**src/rtl/irq_sel_pkg.sv**
```systemverilog
package irq_sel_pkg;
  localparam int ID_W        = 5;
  localparam int ID_SPACE    = 1 << ID_W;
  localparam int NMI_ID      = 31;
  localparam int FAST_BASE   = 16;
  localparam int EXT_ID      = 11;
  localparam int TMR_ID      = 7;
  localparam int SW_ID       = 3;
  localparam int ALIGN_BITS  = 8;
  localparam logic [7:0] BOOT_LSB = 8'h80;

  typedef struct packed {
    logic            req;
    logic [ID_W-1:0] id;
  } pick_t;
endpackage

```
**src/rtl/irq_line_map.sv**
```systemverilog
module irq_line_map
  import irq_sel_pkg::*;
#(
  parameter int NUM_FAST = 15
) (
  input  logic                fast_lines_i [NUM_FAST],
  input  logic                ext_i,
  input  logic                tmr_i,
  input  logic                sw_i,
  output logic [ID_SPACE-1:0] raw_o
);
  for (genvar i = 0; i < ID_SPACE; i++) begin : g_slot
    if (i == SW_ID) begin : g_sw
      assign raw_o[i] = sw_i;
    end else if (i == TMR_ID) begin : g_tmr
      assign raw_o[i] = tmr_i;
    end else if (i == EXT_ID) begin : g_ext
      assign raw_o[i] = ext_i;
    end else if (i >= FAST_BASE && i < FAST_BASE + NUM_FAST && i != NMI_ID) begin : g_fast
      assign raw_o[i] = fast_lines_i[i-FAST_BASE];
    end else begin : g_zero
      assign raw_o[i] = 1'b0;
    end
  end
endmodule

```
**src/rtl/irq_prio_enc.sv**
```systemverilog
module irq_prio_enc #(
  parameter int W = 32,
  localparam int IDX_W = (W > 1) ? $clog2(W) : 1
) (
  input  logic [W-1:0]     vec_i,
  output logic             any_o,
  output logic [IDX_W-1:0] idx_o
);
  always_comb begin
    any_o = 1'b0;
    idx_o = '0;
    for (int i = 0; i < W; i++) begin
      if (vec_i[i]) begin
        any_o = 1'b1;
        idx_o = IDX_W'(i);
      end
    end
  end
endmodule

```
**src/rtl/irq_target_gen.sv**
```systemverilog
module irq_target_gen
  import irq_sel_pkg::*;
#(
  parameter int XLEN = 32
) (
  input  logic [XLEN-1:0] base_i,
  input  logic [ID_W-1:0] id_i,
  input  logic [XLEN-1:0] boot_i,
  output logic [XLEN-1:0] aligned_o,
  output logic [XLEN-1:0] vec_o,
  output logic [XLEN-1:0] boot_fetch_o
);
  localparam int SHIFT = 2;

  assign aligned_o    = {base_i[XLEN-1:ALIGN_BITS], {ALIGN_BITS{1'b0}}};
  assign vec_o        = aligned_o + (XLEN'(id_i) << SHIFT);
  assign boot_fetch_o = {boot_i[XLEN-1:ALIGN_BITS], BOOT_LSB};
endmodule

```
**src/rtl/irq_vector_select.sv**
```systemverilog
module irq_vector_select
  import irq_sel_pkg::*;
#(
  parameter int XLEN     = 32,
  parameter int NUM_FAST = 15
) (
  input  logic                clk,
  input  logic                rst,
  input  logic                nmi_line,
  input  logic [NUM_FAST-1:0] fast_lines,
  input  logic                ext_line,
  input  logic                tmr_line,
  input  logic                sw_line,
  input  logic [31:0]         en_mask,
  input  logic                glob_en,
  input  logic [XLEN-1:0]     vec_base,
  input  logic                dbg_mode,
  input  logic                exc_req,
  input  logic [XLEN-1:0]     boot_addr,
  output logic [31:0]         pend_view,
  output logic                irq_req,
  output logic [ID_W-1:0]     irq_id,
  output logic [XLEN-1:0]     irq_target,
  output logic                exc_taken,
  output logic [XLEN-1:0]     exc_target,
  output logic [XLEN-1:0]     reset_fetch
);
  logic                fast_arr [NUM_FAST];
  logic [ID_SPACE-1:0] raw_lines;
  logic [ID_SPACE-1:0] eligible;
  logic                any_mask;
  logic [ID_W-1:0]     mask_id;
  pick_t               pick;
  logic [XLEN-1:0]     aligned_base;
  logic [XLEN-1:0]     vec_addr;
  logic [XLEN-1:0]     boot_q;

  for (genvar k = 0; k < NUM_FAST; k++) begin : g_fast_arr
    assign fast_arr[k] = fast_lines[k];
  end

  irq_line_map #(.NUM_FAST(NUM_FAST)) u_map (
    .fast_lines_i (fast_arr),
    .ext_i        (ext_line),
    .tmr_i        (tmr_line),
    .sw_i         (sw_line),
    .raw_o        (raw_lines)
  );

  assign eligible = raw_lines & en_mask & {ID_SPACE{glob_en}};

  irq_prio_enc #(.W(ID_SPACE)) u_enc (
    .vec_i (eligible),
    .any_o (any_mask),
    .idx_o (mask_id)
  );

  always_comb begin
    pick = '0;
    if (!exc_req && !dbg_mode) begin
      if (nmi_line) begin
        pick.req = 1'b1;
        pick.id  = ID_W'(NMI_ID);
      end else if (any_mask) begin
        pick.req = 1'b1;
        pick.id  = mask_id;
      end
    end
  end

  irq_target_gen #(.XLEN(XLEN)) u_tgt (
    .base_i       (vec_base),
    .id_i         (pick.id),
    .boot_i       (boot_q),
    .aligned_o    (aligned_base),
    .vec_o        (vec_addr),
    .boot_fetch_o (reset_fetch)
  );

  always_ff @(posedge clk) begin
    boot_q <= boot_addr;
  end

  always_ff @(posedge clk) begin
    if (rst) begin
      pend_view  <= '0;
      irq_req    <= 1'b0;
      irq_id     <= '0;
      irq_target <= '0;
      exc_taken  <= 1'b0;
      exc_target <= '0;
    end else begin
      pend_view  <= raw_lines;
      irq_req    <= pick.req;
      irq_id     <= pick.id;
      irq_target <= pick.req ? vec_addr : '0;
      exc_taken  <= exc_req;
      exc_target <= aligned_base;
    end
  end

  // Maskable requests need both enables
  assert_mask_gate_R3: assert property (@(posedge clk) disable iff (rst)
    (irq_req && irq_id != ID_W'(NMI_ID)) |->
      ($past(glob_en) && (($past(en_mask) & (32'd1 << irq_id)) != 32'd0)));

  // ID 31 only comes from the non-maskable line
  assert_nmi_source_R5: assert property (@(posedge clk) disable iff (rst)
    (irq_req && irq_id == ID_W'(NMI_ID)) |-> $past(nmi_line));

  // Vectored target relative to the exception target
  assert_vec_offset_R6: assert property (@(posedge clk) disable iff (rst)
    irq_req |-> (irq_target == exc_target + (XLEN'(irq_id) << 2)));

  // Debug mode silences everything
  assert_dbg_quiet_R8: assert property (@(posedge clk) disable iff (rst)
    $past(dbg_mode) |-> !irq_req);

  // Exception wins over a simultaneous interrupt
  assert_exc_first_R9: assert property (@(posedge clk) disable iff (rst)
    exc_taken |-> !irq_req);

  // Idle ID and target are zero
  assert_idle_zero_R4: assert property (@(posedge clk) disable iff (rst)
    !irq_req |-> (irq_id == '0 && irq_target == '0));
endmodule

```
**config.mk**
```make
export PLATFORM = sky130hd
export DESIGN_NAME = irq_vector_select
export DESIGN_NICKNAME = d
export VERILOG_FILES = /design/src/rtl/irq_sel_pkg.sv /design/src/rtl/irq_line_map.sv /design/src/rtl/irq_prio_enc.sv /design/src/rtl/irq_target_gen.sv /design/src/rtl/irq_vector_select.sv
export SDC_FILE = /design/constraint.sdc
export NUM_CORES = 1
export LEC_CHECK = 0
export BUFFER_PORTS_ARGS = -buffer_cell sky130_fd_sc_hd__buf_2
export CAP_MARGIN = 15
export CORE_ASPECT_RATIO = 0.8
export CORE_MARGIN = 8
export CORE_UTILIZATION = 42
export DETAILED_ROUTE_END_ITERATION = 8
export GPL_TIMING_DRIVEN = 0
export PLACE_DENSITY = 0.95
export SLEW_MARGIN = 5
export SYNTH_ARGS = -nofsm -noshare
export SYNTH_HDL_FRONTEND = slang
export SYNTH_SLANG_ARGS = --single-unit
```
**constraint.sdc**
```tcl
create_clock -name clk -period 3.5 [get_ports clk]
set_input_delay 0.7 -clock clk [delete_from_list [all_inputs] [get_ports clk]]
set_output_delay 0.7 -clock clk [all_outputs]
set_load 0.1 [all_outputs]
```
Word-level counts from Yosys, hierarchy flattened
Cells that the tools add are included.

Output and inout bits: 135. Register bits: 135.

Reductions and logical operators: 4. Mux-type cells: 66. Add/subtract/negate cells: 1. Bitwise operators: 3.

Operators with widths (number): $mux 5 (16); $mux 1 (33); $add 32x7->32 (1); $and 31x32->32 (1); $and 32x32->32 (1); $mux 4 (8); $mux 6 (3); $mux 3 (4); $mux 2 (2); $logic_not 1->1 (2); $reduce_or 2->1 (1); $logic_and 1x1->1 (1); $not 1->1 (1).

Longest topological paths before layout
Gate-level depths: netlist of run 1.

Depth in word-level cells: 39. Mapped depth: 6. Depth with buffers taken out: 5.

By module
Synthesis of run 1 repeated with hierarchy kept, for this count alone.

Cell total of the unflattened synthesis: 493. Area total of the unflattened synthesis: 5078.6 sq um.

By module, submodules not included: irq_vector_select (cells each 300, area each 3748.6 sq um, instances 1); irq_target_gen (cells each 98, area each 728.2 sq um, instances 1); irq_prio_enc (cells each 62, area each 357.8 sq um, instances 1); irq_line_map (cells each 33, area each 244.0 sq um, instances 1).

Least setup slack after synthesis of run 1
Ideal clock, no wire load.

Path kind: input to register. Start point: in fast_lines[3]. End point: reg irq_target[16]. Setup time: 113 ps. Data arrival time: 1985 ps. Stages on the path: 6. Slack: 1402 ps. Path through: a22o_1 > o31a_1 > or2_1 > o21a_4 > buf_6 > and2_4.

Cells in the longest elaborated chain, start to end: 20. Elaborated cells between the ends (all ways): 34.

RTL lines: start: declaration (RTL line irq_vector_select.sv:10) `input logic [NUM_FAST-1:0] fast_lines,`; $and 31x32->32 (*) (RTL line irq_vector_select.sv:50) `assign eligible = raw_lines & en_mask & {ID_SPACE{glob_en}};`; $and 32x32->32 (*) (RTL line irq_vector_select.sv:50); $mux 1 (13 in series) (RTL line irq_prio_enc.sv:13) `if (vec_i[i]) begin`; $mux 6 (*) (RTL line irq_vector_select.sv:64) `end else if (any_mask) begin`; $mux 6 (*) (RTL line irq_vector_select.sv:61) `if (nmi_line) begin`; $mux 6 (*) (RTL line irq_vector_select.sv:60) `if (!exc_req && !dbg_mode) begin`; branches (longest 2 deep; another with $add 32x7->32); end signal: assignment (RTL line irq_vector_select.sv:96) `irq_target <= pick.req ? vec_addr : '0;`; end: declaration (RTL line irq_vector_select.sv:23) `output logic [XLEN-1:0] irq_target,`.

Every way passes the cells marked *. A chain may end at the register's enable or synchronous reset.

Worst setup path after layout of run 1
Start point: in sw_line. End point: reg irq_target[19].

Cells in the longest elaborated chain, start to end: 36. Elaborated cells between the ends (all ways): 66.

RTL lines: start: declaration (RTL line irq_vector_select.sv:13) `input logic sw_line,`; $and 31x32->32 (*) (RTL line irq_vector_select.sv:50); $and 32x32->32 (*) (RTL line irq_vector_select.sv:50); $mux 1 (29 in series) (RTL line irq_prio_enc.sv:13); $mux 6 (*) (RTL line irq_vector_select.sv:64); $mux 6 (*) (RTL line irq_vector_select.sv:61); $mux 6 (*) (RTL line irq_vector_select.sv:60); branches (longest 2 deep; another with $add 32x7->32).

Marks and branches as above.

==> results of run 1 <==
==> layout make-up <==
class	count	area, um2	area share [%]
Multi-Input combinational cell	164	1022	22.05
Timing Repair Buffer	191	955.9	20.62
Clock buffer	9	123.9	2.671
Buffer	41	300.3	6.476
Tap cell	105	131.4	2.833
Inverter	1	3.754	0.08095
Clock inverter	6	57.56	1.241
Sequential cell	102	2042	44.04
==> through the flow <==
step | cell area [um2] | setup slack (ns)
2_1_floorplan | 3368 | 1.402
3_3_place_gp | 4456 | 1.192
3_5_place_dp | 4456 | 1.137
4_1_cts | 4637 | 1.519
5_1_grt | 4637 | 1.470
6_report | 4637 | 1.499
==> placed cells by master (no fill, tap or decap), types with 2 or more instances in the layout <==
master | Yosys | final
buf_2 | 0 | 191
dfxtp_1 | 102 | 102
nor2b_1 | 45 | 45
buf_4 | 33 | 33
conb_1 | 2 | 33
and2_4 | 22 | 22
nand2_1 | 14 | 14
clkbuf_8 | 0 | 9
clkbuf_1 | 5 | 5
a22o_1 | 5 | 5
o31a_1 | 5 | 5
and2_1 | 5 | 5
o21ai_0 | 4 | 4
a21oi_1 | 3 | 3
buf_6 | 3 | 3
and3_1 | 2 | 2
nor2_1 | 2 | 2
nand3_1 | 2 | 2
a222oi_1 | 2 | 2
nor3_1 | 2 | 2
o21a_1 | 2 | 2
a221oi_1 | 2 | 2
o211a_1 | 2 | 2
inv_6 | 0 | 2
clkinvlp_4 | 0 | 2
==> power breakdown <==
group          switching [W]  internal [W]
Sequential         0.0000125       0.00121
Combinational       0.000654      0.000142
Clock               0.000401      0.000267
==> final timing paths <==
check / from / end / slack, ns / cells past startpoint
max: sw_line / irq_target[19] / 1.50 / 7
min: boot_addr[26] / boot_q[26] / 0.44 / 1
==> Yosys cell counts <==
library cell and instances:
o31a_1 5, nor3_1 2, a31oi_1 1, a211oi_1 1, a41o_1 1, and3_1 2, o31ai_1 1, conb_1 2
o21a_4 1, a221o_1 1, and2_4 22, o21a_1 2, or2_1 1, inv_1 1, nor2_1 2, nor2b_1 45
and2_1 5, dfxtp_1 102, a32o_1 1, a222oi_1 2, a21oi_1 3, o21ba_2 1, a22o_1 5, a221oi_1 2
o21ai_0 4, o211a_1 2, buf_6 3, a22oi_1 1, nand3b_1 1, o211ai_1 1, clkbuf_1 5, nand2_1 14
buf_4 33, nand3_1 2
==> state kept, by name (all words and copies together) (netlist names) <==
name / cells
boot_q: 24
exc_taken: 1
exc_target: 24
irq_id: 5
irq_req: 1
irq_target: 29
pend_view: 18
==> cells by family after synthesis <==
family / Yosys count / synth area share [%]
other: 2 / 0.2309
flip-flops: 102 / 62.79
AO/OA/AOI/OAI: 35 / 8.811
AND/OR/NAND/NOR: 96 / 18.82
buffers and inverters: 42 / 9.350
==> routing by layer <==
metal,GRT usage (%),vias to the layer above
li1,-,1302
met3,9.120,17
met5,0,-
met4,6.188,0
met1,16.75,1179
met2,31.50,165
==> metrics, run 1 <==
status=complete, no violations; Top Ports=255; CTS Buffer Depth=2; initial drt markers=92; Yosys top cell by area=dfxtp_1; remaining routing DRC violations=0; total track usage=17.39%; fill cell count=612; final hold vios=0; RSZ-0062 raised after global routing=false; number of diodes=0; worst path cell trace=buf_2 > a222oi_1 > a21oi_1 > or2_1 > o21a_4 > buf_6 > and2_4; element type at the critical path end=register; CP max stage cell=a222oi_1; placer congestion estimate=0.7911; Util after Layout=62.14%; Initial Utilization=43.58%; PwrDens=580.2 mW/mm2; Hold/Removal Path Class=input pin to register; DRT Pass-1 Iters=6; WS Path Type=input pin to register; initial antenna violation count=0; core area=0.007462 mm2; met2 routed WL=4.901 mm; cts repair resizes=0; setup violators final=0; flops & latches, synth=102; pin count of the biggest net entering global routing=19; Slew headroom=54.82%; share of the synthesized area in the top cell type=62.79%; YS warnings=0; vias in the first global route=2842; Max Freq=499.7 MHz; vias per cell=4.302; ANT nets after route=0; sequential area share after synthesis=62.79%; VDD IR max=0.2477 mV; Syn Std Cell Area=0.003252 mm2; post-DP HPWL=8.255 mm; Area growth, synth to finish=42.59%; Non-Filler Instances=619; Synth Instances=277; WHS=0.4438 ns; CP Data Required Time=3.75 ns; Sink Count=102; max incr delay on CP=0.53 ns; CTS tree=built; Port Buf Inserts=191; worst path arrival time=2.25 ns; Leak=2.455 nW; Buf/Inv on CP=2; Setup TNS Final=0 ns; wire length on met3=1.238 mm; type of origin of the critical path=input pin; via count=2663; synthesized area per cell=11.74 um2; Num CTS Buffers=9; global-route wire length before repair=14.59 mm; layout cells sized above 1=51.75%; die width=114.4 um; setup bufs post-CTS=0; clock slew at reported path FFs=0.10 ns; min cycle time layout=2.001 ns; met1 wire length=3.396 mm; Hold Buf Count CTS=0; htree depth=3; Largest delay share family, worst path=compound AO/OA/AOI/OAI gates; Root Buffer=clkbuf_8; max layer used=met4; Distinct cells, synth=34; final net count=630; WL/cell=15.65 um; Slew Viols, Final=0; Slew @ Worst Pin=0.6725 ns; Post-Route WL=9.686 mm; FP Rows=28; largest cells by area after synthesis=dfxtp_1 (63%), nor2b_1 (8.7%), buf_4 (7.6%), and2_4 (5.9%), nand2_1 (1.6%); Die ar.=0.01083 mm2; grt total ovfl=0; number of max-cap violations=0; crit share post-route=57.17%; # placed instances=604; Max FO, Critical Path=10; Total Power=0.002691 W; die span in y=94.70 um
(Power assumes the default switching activity.)
==> run 2, diff against run 1 <==
--- a/config.mk
+++ b/config.mk
@@ -5,14 +5,15 @@
 export SDC_FILE = /design/constraint.sdc
 export NUM_CORES = 1
 export LEC_CHECK = 0
+export ABC_AREA = 1
 export BUFFER_PORTS_ARGS = -buffer_cell sky130_fd_sc_hd__buf_2
 export CAP_MARGIN = 15
 export CORE_ASPECT_RATIO = 0.8
 export CORE_MARGIN = 8
-export CORE_UTILIZATION = 42
+export CORE_UTILIZATION = 39
 export DETAILED_ROUTE_END_ITERATION = 8
 export GPL_TIMING_DRIVEN = 0
-export PLACE_DENSITY = 0.95
+export PLACE_DENSITY = 0.92
 export SLEW_MARGIN = 5
 export SYNTH_ARGS = -nofsm -noshare
 export SYNTH_HDL_FRONTEND = slang
==> constraint.sdc (replaced) <==
create_clock -name clk -period 1.95 [get_ports clk]
set_input_delay 0.39 -clock clk [delete_from_list [all_inputs] [get_ports clk]]
set_output_delay 0.39 -clock clk [all_outputs]
set_load 0.1 [all_outputs]
==> metrics, run 2 <==
synthesized area per cell=9.634 um2; Worst Setup SP=glob_en; top cells by count, synth=dfxtp_1 (102), nor2_1 (62), inv_1 (45), buf_4 (33), nand2_1 (24); WL/cell=13.74 um; clock slew at reported path FFs=0.10 ns; Area growth, synth to finish=43.29%; ANT nets after route=0; cts repair resizes=0; remaining routing DRC violations=0; Largest register FFs=29; Total Power=0.004879 W; Hold Buf Count CTS=0; EDFF count, synth=0; Yosys top cell by area=dfxtp_1; most common cell after layout, fill and taps aside=buf_2; Final Cell Area=0.004597 mm2; largest cells by area after synthesis=dfxtp_1 (64%), buf_4 (7.7%), nor2_1 (7.3%), inv_1 (5.3%), nand2_1 (2.8%); Root Buffer=clkbuf_8; Slew headroom=64.82%; final net count=684; number of diodes=0; multi-input logic area=775.7 um2; most used cell along the critical path=buf_6; DRT Pass-1 Iters=4; number of max-cap violations=0; Slew Viols, Final=0; initial antenna violation count=0; ys async rst share=0%; CP max stage cell=or2_1; status=complete, no violations; vias in the first global route=2957; most frequent cells in the layout=buf_2 (189), dfxtp_1 (102), nor2_1 (62); Die ar.=0.01140 mm2; dpl ws=-0.03018 ns; YS warnings=0; Largest Register=irq_target; core area=0.007946 mm2; fill cell count=681; CP Data Required Time=2.18 ns; CTS Buffer Depth=2; global-route wire length before repair=14.39 mm; htree depth=3; type of origin of the critical path=input pin; total track usage=15.66%; Max Freq=622.3 MHz; CTS tree=built; crit share post-route=82.40%; max incr delay on CP=0.24 ns; grt total ovfl=0; element type at the critical path end=register; min cycle time layout=1.607 ns; vias per cell=4.037; flops & latches, synth=102; register area=0.002042 mm2; Port Buf Inserts=189; worst path cell trace=buf_6 > buf_6 > nand3_2 > nand2_2 > nor2_2 > nand2_1 > nor2_2 > nand2_1 > or2_1 > nand2_4 > buf_6 > nor2_1; Util after Layout=57.85%; Leak=2.659 nW; layout cells sized above 1=46.75%; final hold vios=0; Worst Slack Setup Final=0.3431 ns; Hold/Removal Path Class=input pin to register; sequential area share after synthesis=63.65%; WHS=0.1345 ns; DP Area=0.004405 mm2; PwrDens=1061 mW/mm2; via count=2733; pin count of the biggest net entering global routing=20; VDD IR max=0.4640 mV; Max FO, Critical Path=10; die width=117.4 um; Synth Instances=333; Post-Route WL=9.299 mm; hold wc startpoint=boot_addr[21]; WS Path Type=input pin to register; share of the synthesized area in the top cell type=63.65%; placer congestion estimate=0.7575; Largest regs=irq_target: 29 flops, boot_q: 24 flops, exc_target: 24 flops; Buf/Inv on CP=3; Top Ports=255; Distinct cells, synth=24; Num CTS Buffers=9; setup violators final=0; initial drt markers=120; Initial Utilization=40.37%; Sink Count=102; most common cell in the synthesized netlist=dfxtp_1; Syn Std Cell Area=0.003208 mm2; setup bufs post-CTS=0; Slew @ Worst Pin=0.5277 ns; worst path arrival time=1.84 ns; RSZ-0062 raised after global routing=false; post-DP HPWL=7.787 mm; die span in y=97.12 um; FP Rows=29; Synth Flop Type=dfxtp_1; Largest delay share family, worst path=simple AND/OR/NAND/NOR gates
[run 2: cell count changes after synthesis, sizes merged, moves of 5 or more]
| cell | before | now |
|---|---|---|
| a22o | 5 | 0 |
| and2 | 27 | 0 |
| inv | 1 | 47 |
| nand2 | 14 | 26 |
| nand3 | 2 | 21 |
| nor2 | 2 | 75 |
| nor2b | 45 | 0 |
| o31a | 5 | 0 |
[run 2: final cells by class]
cell class	instances	share of cell area, %
flip-flops and latches	102	44.42
plain buffers	43	7.104
repair buffers	189	20.58
inverters	48	3.919
clock buffers	9	2.695
multi-input cells	171	16.88
clock inverters	7	1.470
well taps	108	2.940
[run 2: layer usage]
layer	GRT usage, %	vias up	wire [um]
li1	-	1386	-
met1	15.84	1200	3677
met2	29.17	139	4824
met3	6.039	8	702
met4	4.478	0	94
met5	0	-	0
[run 2: report_power, final]
part	internal, W	switching [W]	leakage [nW]	total [W]
clock network	0.000495	0.000754	0.0924	0.00125
logic	0.000231	0.00120	1.72	0.00143
registers	0.00218	0.0000220	0.846	0.00220
[run 2: final timing paths]
check | endpoint | slack (ns) | depth (start not counted)
worst max-delay path | irq_target[5] | 0.34 | 12
worst min-delay path | boot_q[21] | 0.13 | 1
[run 2: per-stage QoR]
| step | instances | setup TNS (ns) |
|---|---|---|
| 4_1_cts | 677 | 0 |
| 3_5_place_dp | 661 | -0.1806 |
| 5_1_grt | 677 | 0 |
| 3_3_place_gp | 661 | 0 |
| 2_1_floorplan | 364 | 0 |
| 6_report | 677 | 0 |
[run 2: kinds of logic (layout without fill, tap and decap cells)]
kind of cell / after synthesis / in the layout / synth area share, %
and+or+nand+nor: 127 / 127 / 18.29
AOI/OAI and AO/OA: 11 / 11 / 2.028
other: 2 / 33 / 0.2341
buffers and inverters: 91 / 296 / 15.80
DFF: 102 / 102 / 63.65
